`config.mk`:
```
export PLATFORM = sky130hd
export DESIGN_NAME = eep_2w_slave
export DESIGN_NICKNAME = d
export VERILOG_FILES = /design/src/rtl/eep_pkg.sv /design/src/rtl/eep_bus_events.sv /design/src/rtl/eep_store.sv /design/src/rtl/eep_2w_slave.sv
export SDC_FILE = /design/constraint.sdc
export NUM_CORES = 2
export LEC_CHECK = 0
export ABC_AREA = 1
export ABC_CLOCK_PERIOD_IN_PS = 5200
export CAP_MARGIN = 15
export CORE_MARGIN = 10
export CORE_UTILIZATION = 55
export DETAILED_ROUTE_END_ITERATION = 16
export DONT_BUFFER_PORTS = 1
export PLACE_DENSITY = 0.7
export SLEW_MARGIN = 25
export SYNTH_ARGS = -nofsm -noshare
export SYNTH_HDL_FRONTEND = slang
export SYNTH_SLANG_ARGS = --single-unit
```
`constraint.sdc`:
```
create_clock -name clk -period 5.2 [get_ports clk]
set_input_delay 1.04 -clock clk [delete_from_list [all_inputs] [get_ports clk]]
set_output_delay 1.04 -clock clk [all_outputs]
set_load 0.01 [all_outputs]
```
`src/rtl/eep_pkg.sv`:
```
package eep_pkg;

    typedef enum logic [2:0] {
        ST_IDLE,
        ST_DEVSEL,
        ST_WADDR,
        ST_WRITE,
        ST_READ,
        ST_ACK_OUT,
        ST_ACK_IN
    } eep_state_t;

endpackage

```
`src/rtl/eep_bus_events.sv`:
```
// Turns sampled bus levels into one-cycle START, STOP and clock-edge pulses.
module eep_bus_events (
    input  logic clk,
    input  logic rst_n,
    input  logic scl_i,
    input  logic sda_i,
    output logic start_o,
    output logic stop_o,
    output logic rise_o,
    output logic fall_o
);
    logic scl_q;
    logic sda_q;

    always_ff @(posedge clk) begin
        if (!rst_n) begin
            scl_q <= 1'b1;
            sda_q <= 1'b1;
        end else begin
            scl_q <= scl_i;
            sda_q <= sda_i;
        end
    end

    always_comb begin
        start_o = scl_q & scl_i & sda_q & ~sda_i;
        stop_o  = scl_q & scl_i & ~sda_q & sda_i;
        rise_o  = ~scl_q & scl_i;
        fall_o  = scl_q & ~scl_i;
    end
endmodule

```
`src/rtl/eep_store.sv`:
```
// Byte array: one synchronous write port, one combinational read port.
module eep_store #(
    parameter int ADDR_W = 8,
    parameter int DATA_W = 8
) (
    input  logic              clk,
    input  logic              we,
    input  logic [ADDR_W-1:0] waddr,
    input  logic [DATA_W-1:0] wdata,
    input  logic [ADDR_W-1:0] raddr,
    output logic [DATA_W-1:0] rdata
);
    localparam int DEPTH = 1 << ADDR_W;

    logic [DATA_W-1:0] cells [DEPTH];

    always_ff @(posedge clk) begin
        if (we) cells[waddr] <= wdata;
    end

    assign rdata = cells[raddr];
endmodule

```
`src/rtl/eep_2w_slave.sv`:
```
module eep_2w_slave #(
    parameter int               ADDR_W   = 8,
    parameter int               DATA_W   = 8,
    parameter logic [DATA_W-1:0] SEL_MASK = 8'hA0
) (
    input  logic clk,
    input  logic rst_n,
    input  logic scl_i,
    input  logic sda_i,
    output logic sda_o
);
    import eep_pkg::*;

    localparam int              CNT_W = $clog2(DATA_W + 1);
    localparam logic [CNT_W-1:0] FULL = CNT_W'(DATA_W);

    logic start, stop, rise, fall;
    eep_state_t state, state_nx, pend;
    logic [CNT_W-1:0]  cnt;
    logic [DATA_W-1:0] sh;
    logic [ADDR_W-1:0] addr;
    logic [DATA_W-1:0] rdata;
    logic byte_done, sel_ok, mem_we;

    eep_bus_events u_events (
        .clk     (clk),
        .rst_n   (rst_n),
        .scl_i   (scl_i),
        .sda_i   (sda_i),
        .start_o (start),
        .stop_o  (stop),
        .rise_o  (rise),
        .fall_o  (fall)
    );

    assign byte_done = (cnt == FULL);
    assign sel_ok    = ((sh & SEL_MASK) == SEL_MASK);
    assign mem_we    = fall && (state == ST_WRITE) && byte_done;

    eep_store #(.ADDR_W(ADDR_W), .DATA_W(DATA_W)) u_store (
        .clk   (clk),
        .we    (mem_we),
        .waddr (addr),
        .wdata (sh),
        .raddr (addr),
        .rdata (rdata)
    );

    // next-state decode
    always_comb begin
        state_nx = state;
        if (start) begin
            state_nx = ST_DEVSEL;
        end else if (stop) begin
            state_nx = ST_IDLE;
        end else if (fall) begin
            unique case (state)
                ST_IDLE:    ;
                ST_DEVSEL:  if (byte_done) state_nx = sel_ok ? ST_ACK_OUT : ST_IDLE;
                ST_WADDR:   if (byte_done) state_nx = ST_ACK_OUT;
                ST_WRITE:   if (byte_done) state_nx = ST_ACK_OUT;
                ST_READ:    if (byte_done) state_nx = ST_ACK_IN;
                ST_ACK_OUT: state_nx = pend;
                ST_ACK_IN:  state_nx = pend;
                default:    state_nx = ST_IDLE;
            endcase
        end
    end

    // state register
    always_ff @(posedge clk) begin
        if (!rst_n) state <= ST_IDLE;
        else        state <= state_nx;
    end

    // datapath and bus output
    always_ff @(posedge clk) begin
        if (!rst_n) begin
            cnt   <= '0;
            sh    <= '0;
            addr  <= '0;
            pend  <= ST_IDLE;
            sda_o <= 1'b1;
        end else if (start) begin
            cnt   <= '0;
            sda_o <= 1'b1;
        end else if (stop) begin
            sda_o <= 1'b1;
        end else if (rise) begin
            unique case (state)
                ST_DEVSEL, ST_WADDR, ST_WRITE: begin
                    if (!byte_done) begin
                        sh  <= {sh[DATA_W-2:0], sda_i};
                        cnt <= cnt + 1'b1;
                    end
                end
                ST_READ: begin
                    if (!byte_done) begin
                        sda_o <= sh[DATA_W-1];
                        sh    <= {sh[DATA_W-2:0], 1'b0};
                        cnt   <= cnt + 1'b1;
                    end
                end
                ST_ACK_OUT: sda_o <= 1'b0;
                ST_ACK_IN: begin
                    if (!sda_i) begin
                        pend <= ST_READ;
                        sh   <= rdata;
                    end else begin
                        pend <= ST_IDLE;
                    end
                end
                default: ;
            endcase
        end else if (fall) begin
            unique case (state)
                ST_DEVSEL: begin
                    if (byte_done) begin
                        cnt   <= '0;
                        sda_o <= 1'b1;
                        if (sh[0]) begin
                            pend <= ST_READ;
                            sh   <= rdata;
                        end else begin
                            pend <= ST_WADDR;
                        end
                    end
                end
                ST_WADDR: begin
                    if (byte_done) begin
                        addr  <= sh[ADDR_W-1:0];
                        cnt   <= '0;
                        pend  <= ST_WRITE;
                        sda_o <= 1'b1;
                    end
                end
                ST_WRITE: begin
                    if (byte_done) begin
                        addr  <= addr + 1'b1;
                        cnt   <= '0;
                        pend  <= ST_WRITE;
                        sda_o <= 1'b1;
                    end
                end
                ST_READ: begin
                    if (byte_done) begin
                        addr  <= addr + 1'b1;
                        cnt   <= '0;
                        sda_o <= 1'b1;
                    end
                end
                ST_ACK_OUT, ST_ACK_IN: begin
                    cnt   <= '0;
                    sda_o <= 1'b1;
                end
                default: ;
            endcase
        end
    end
endmodule

```
Word-level counts from Yosys, hierarchy flattened
Memory sizes are Yosys's and may differ from the RTL's. A register that Yosys moved wholly into a read port is not among the register bits. Cells that the tools add are included.

Bits in registers: 29. Bits in writable memories: 2048. Input port bits: 4. Output and inout port bits: 1. Logic and storage cells: 128. Memories kept: 1.

Memories: u_store.cells (words 256, width 8, read ports 1, clocked after Yosys merged registers in 1, write ports 1, line eep_store.sv:15) `logic [DATA_W-1:0] cells [DEPTH];`.

Add/subtract/negate cells: 2. Equal/unequal tests: 29. Muxes and demuxes: 44. Bitwise gates (word level): 16. Reduce and logical (&&, ||, !) cells: 26.

Operators by type and width (number): 2-to-1 mux 8 bit (12); 2-to-1 mux 3 bit (11); one-hot mux 8 bit (3 select lines) (1); 2-to-1 mux 4 bit (5); != test 3 bit, second input constant (6); one-hot mux 8 bit (2 select lines) (1); one-hot mux 3 bit (5 select lines) (1); AND reduction 5 bit (3); AND reduction 7 bit (2); != test 2 bit, second input constant (5); AND reduction 10 bit (1); nonzero test 2 bit (5); == test 3 bit, second input constant (3); 2-to-1 mux 1 bit (9); != test 3 x 1 -> 1 bit, second input constant (3); NOT 1 bit (9); AND reduction 9 bit (1); nonzero test 3 bit (3); adder 8 x 1 -> 8 bit, second input constant (1); != test 4 x 1 -> 1 bit, second input constant (2); != test 4 bit, second input constant (2); one-hot mux 4 bit (2 select lines) (1); OR reduction 2 bit (4); bitwise AND 1 bit (7); other kinds (13) (19).

Depth between registers and ports, before layout
Word-level depth: 7. Depth in mapped cells: 17. Depth with buffers taken out: 14.

Hierarchy
Synthesis repeated with hierarchy kept, for this count alone.

Cells, all modules: 7346. Area total of the unflattened synthesis: 85375.6 sq um.

By module, submodules not included: eep_store (instances 1, cells an instance 6995, area an instance 83236.1 sq um, sequential area each 61499.0 sq um); eep_2w_slave (instances 1, cells an instance 336, area an instance 2050.7 sq um, sequential area each 540.5 sq um); eep_bus_events (instances 1, cells an instance 15, area an instance 88.8 sq um, sequential area each 40.0 sq um).

Least setup slack after synthesis
No wires, ideal clock.

Kind: flip-flop to flip-flop. Start: reg sh[0]. End: reg sh[5]. Library setup time: 0.084 ns. Arrival time: 4.564 ns. Data required time: 5.116 ns. Slack: 0.553 ns. Cell stages (with the launch flop): 5. Path buffers: 0. Clock period less this slack: 4.647 ns. Cells stage by stage: dfxtp_1 o21ai_2 inv_1 o21ai_0 a21oi_1.

Longest elaborated chain between the ends: 2.

RTL lines: from (decl) (line eep_2w_slave.sv:20) `logic [DATA_W-1:0] sh;`; from (signal assigned) (line eep_2w_slave.sv:93) `sh <= {sh[DATA_W-2:0], sda_i};`; from (signal assigned) (line eep_2w_slave.sv:100) `sh <= {sh[DATA_W-2:0], 1'b0};`; from (signal assigned) (line eep_2w_slave.sv:108) `sh <= rdata;`; nonzero test 2 bit (no source line); AND reduction 10 bit (no source line).

No other way between the ends. A chain may end at the register's enable or synchronous reset.

==> flow_results.org <==
** Clock tree
- TritonCTS clock tree :: built
- Clk slew on worst S/H paths :: 60 ps
- CTS Buf Count :: 196
- The clock passes through at most 3 buffers.
- The number of gates resized after CTS was 0.
- The tree built by TritonCTS fans out to 2,085 sinks.
- The number of hold buffers added after CTS was 0.
- Once the clock tree was built, the setup fixing pass inserted 0 buffers.
- Clock Root Buffer :: clkbuf_16
- CTS built an H-tree with a depth of 4.
- Clk Latency, worst-skew pair :: 840 ps

** GRT
- Global routing used 26.4% of the available tracks.
- Initial antenna violation count :: 5
- Global routing used 35.0% of the available met1 tracks.
- Number of global-route vias before repair :: 55,016
- First-pass GRT wire length :: 339,000 microns
- Pin count of the biggest net entering global routing :: 238
- Global routing used 41.5% of the available met2 tracks.
- Met3 track utilization from global routing :: 5.62%
- Busiest grt layer :: met2
- For this run the aggregate overflow at the end of global routing stands at 0.

** Setup path
- For the worst setup path, the data required time is 5900 ps.
- In this run the worst path has a maximum fanout of 118.
- Capturing element type of the critical path :: flip-flop
- For flop-to-flop paths, the worst setup slack is 1630 ps.
- Data arrives at the worst endpoint at 4260 ps.
- On the worst path, the slowest cell contributes a delay of 620 ps.
- The slowest stage of the critical path is the inv_8 cell.
- The signal on the critical path passes through inv_8 > buf_4 > nand3_1 > nand3_1 > nand3_1 > nand3_1 > nand3_1 > nand3_1 > nand2_1 > nand2_1 > nand3_1 > nand2_1 > a21oi_1.
- STA classifies the critical path startpoint as a flip-flop.
- Setup Crit Path Kind :: reg -> reg
- Counting stages on the worst path, the most repeated cell is nand3_1.
- The number of cells on the worst reg-to-reg path is 13.
- Counting both buffers and inverters, the worst setup path holds a total of 2.
- Grouping stages by cell kind, the critical path spends the most delay in simple AND/OR/NAND/NOR gates.
- In this run the critical register-to-register path is captured at sh[1].

** Run
- # Max-Cap Violations :: 0

** Power and ir drop
- Post-route total power :: 33.0 mW
- Total power divided by cell area :: 348 nW/um^2
- VDD sags by at most 0.000353 V.
- The analysis attributes to cell leakage a power of 32.0 nW.

** Synth
- Cell count after synthesis :: 7,157
- Sequential cell area fraction in the yosys report :: 73.2%
- Total of warnings raised by yosys :: 0
- The synthesized design contains 2,085 register bits.
- The synthesized netlist contains 38 unique library cells.
- The number of nets handed over by synthesis was 7,170.
- Total standard cell area after synthesis :: 85,100 sq um
- Averaged over all synthesized cells, the footprint is 11.9 sq um.

** Die
- Die Y :: 413 microns
- Initial core utilization :: 55.3%
- In this run the core area contains 144 standard-cell rows.
- The floorplan step defined a die boundary enclosing 171,000 sq um.
- Core region area :: 154,000 sq um
- The die is 413 microns wide.
- For this design the top-level I/O count stands at 5.

** Drt
- Dividing the detail-routed wire length by the instance count gives 24.3 microns.
- The first detailed-routing pass ran for 6 iterations.
- In this run the remaining antenna-violating nets after routing total 0.
- The routed layout has 57,605 vias.
- Detailed Route WL :: 229,000 microns
- DRC viols :: 0
- Average via count per standard cell :: 6.11
- Number of design-rule violations left by the first detailed-router iteration :: 8,212

** Run status
- The run finished with clean final reports.

** Final layout
- Once layout is complete, the cells apart from fillers number 9,434.
- The finished cells cover 94,700 sq um.
- Once layout is complete, the utilization of the core stands at 61.6%.
- Layout Area Growth over Synthesis :: 11.4%
- For this run, the post-layout net count is 7,229.
- Cells with a size suffix above 1 make up 9.33% of the layout.
- Fill cells :: 11,606

** Placed design
- During placement, the flow inserted port buffers numbering 0.
- Cell Area, Placed :: 88,100 sq um
- Global placement routability congestion :: 0.912
- Counting tap cells, the placed design contains a total of 9,061 instances.
- Post-DP HPWL :: 129,000 microns

** Timing
- Setup repair after global routing left no endpoint under its margin.
- Final slew viol count :: 0
- Final-report hold violation count :: 0
- After layout, the minimum clock period comes to 3570 ps.
- Setup Total Neg Slack :: 0 ps
- For this run, the top clock speed supported by timing is 280 MHz.
- Worst slew margin relative to its limit :: 24.0%
- Fin Clk Skew :: 35.5 ps
- Final setup violation count :: 0
- Fraction of the cycle the final worst path needs :: 68.6%
- Tightest Pin Transition :: 1140 ps

** Hold path
- Hold path cells :: 1
- In this run the most critical hold path is launched from rst_n.
- Terminating pin of the worst hold path :: u_events.scl_q
- The tightest min-delay check is of the in -> reg type.
synth_stat cells, drive strengths merged:
master  count  area, sq um
clkinv      1         3.75
a221oi      1         8.76
o22ai      44          275
xnor2       1         8.76
a21oi      35          175
o21a        3         22.5
nor2      383         1440
nor4        5         37.5
xor2        1         8.76
dfxtp      37          741
o21ai     117          589
nor3       16         91.3
or2         1         6.26
nand3    1902         9520
buf       370         2270
o31a        1         8.76
o31ai       1         7.51
edfxtp   2048        61500
a211oi      2         15.0
nand4       1         6.26
clkbuf    120          450
o2111a      1         11.3
nand2    1997         7500
a31oi       6         37.5
inv        52          198
o211ai      2         15.0
ha          9          113
routing by layer:
| layer | up-vias | wire length (microns) | part of all wire [%] |
|---|---|---|---|
| met5 | - | 88 | 0.038 |
| met4 | 12 | 11600 | 5.1 |
| met3 | 601 | 25000 | 11 |
| met2 | 3625 | 106000 | 46 |
| met1 | 27735 | 86600 | 38 |
| li1 | 25632 | - | - |
final cells by class:
type	count	area (sq um)	area share (%)
clock buffer	240	5220	5.51
sequential	2085	62300	65.7
clock inverter	129	1380	1.45
multi-input combinational	4529	20000	21.1
tap	2044	2560	2.70
inverter	53	233	0.246
timing repair buffer	351	3050	3.22
antenna	3	7.51	0.00792
cell usage in the layout (no fill, tap or decap), types with 4 or more instances in the layout:
master,Yosys,routed
clkbuf_1,120,36
dfxtp_4,0,12
o22ai_1,44,44
clkbuf_16,0,202
a21oi_1,35,35
dfxtp_1,37,24
edfxtp_1,2048,2048
inv_1,49,47
bufinv_16,0,26
clkinv_1,1,38
o21ai_1,19,19
a31oi_1,6,6
ha_1,9,9
nor2_1,381,381
nand3_4,0,4
clkinv_4,0,4
clkinv_2,0,38
buf_4,61,318
o21ai_0,97,97
nor3_1,15,15
inv_6,0,4
buf_12,0,33
clkinvlp_4,0,14
nand3_1,1902,1895
clkinv_8,0,5
nand2_2,0,8
nand2_1,1997,1989
stage by stage:
stage / setup WS [ps] / hold WS [ps]
2_1_floorplan: 553 / 445
3_3_place_gp: 1390 / 463
3_5_place_dp: 1390 / 466
4_1_cts: 1730 / 256
5_1_grt: 1410 / 267
6_report: 1630 / 303
cell families after synthesis:
| family | share of synthesized area (%) |
|---|---|
| and+or+nand+nor | 21.9 |
| buffers and inverters | 3.43 |
| AOI/OAI and AO/OA | 1.37 |
| DFF | 73.2 |
| adders and majority gates | 0.132 |
| xor gates and xnor gates | 0.0206 |
worst max path at each step:
stage / end / slack, ps / startpoint / cells past startpoint
6_report: sh[1] / 1630 / flip-flop / 13
5_1_grt: sh[1] / 1410 / flip-flop / 14
4_1_cts: sh[1] / 1730 / flip-flop / 14
3_5_place_dp: u_store.cells[2][0] / 1390 / scl_i / 12
3_3_place_gp: u_store.cells[2][0] / 1390 / scl_i / 12
2_1_floorplan: sh[5] / 550 / sh[0] / 4
registers in the layout, summed over array words and instances, names as in the netlist, named ones only:
name / cells
sda_o: 1
addr: 8
cnt: 4
state: 3
pend: 3
u_events.scl_q: 1
u_store.cells: 2048
sh: 8
u_events.sda_q: 1
where the power goes:
group | internal [mW] | switching, mW
sequential | 18.2 | 0.0180
combinational | 0.0187 | 0.0955
clock | 8.44 | 6.18
total | 26.7 | 6.29
(Power assumes the default switching activity.)
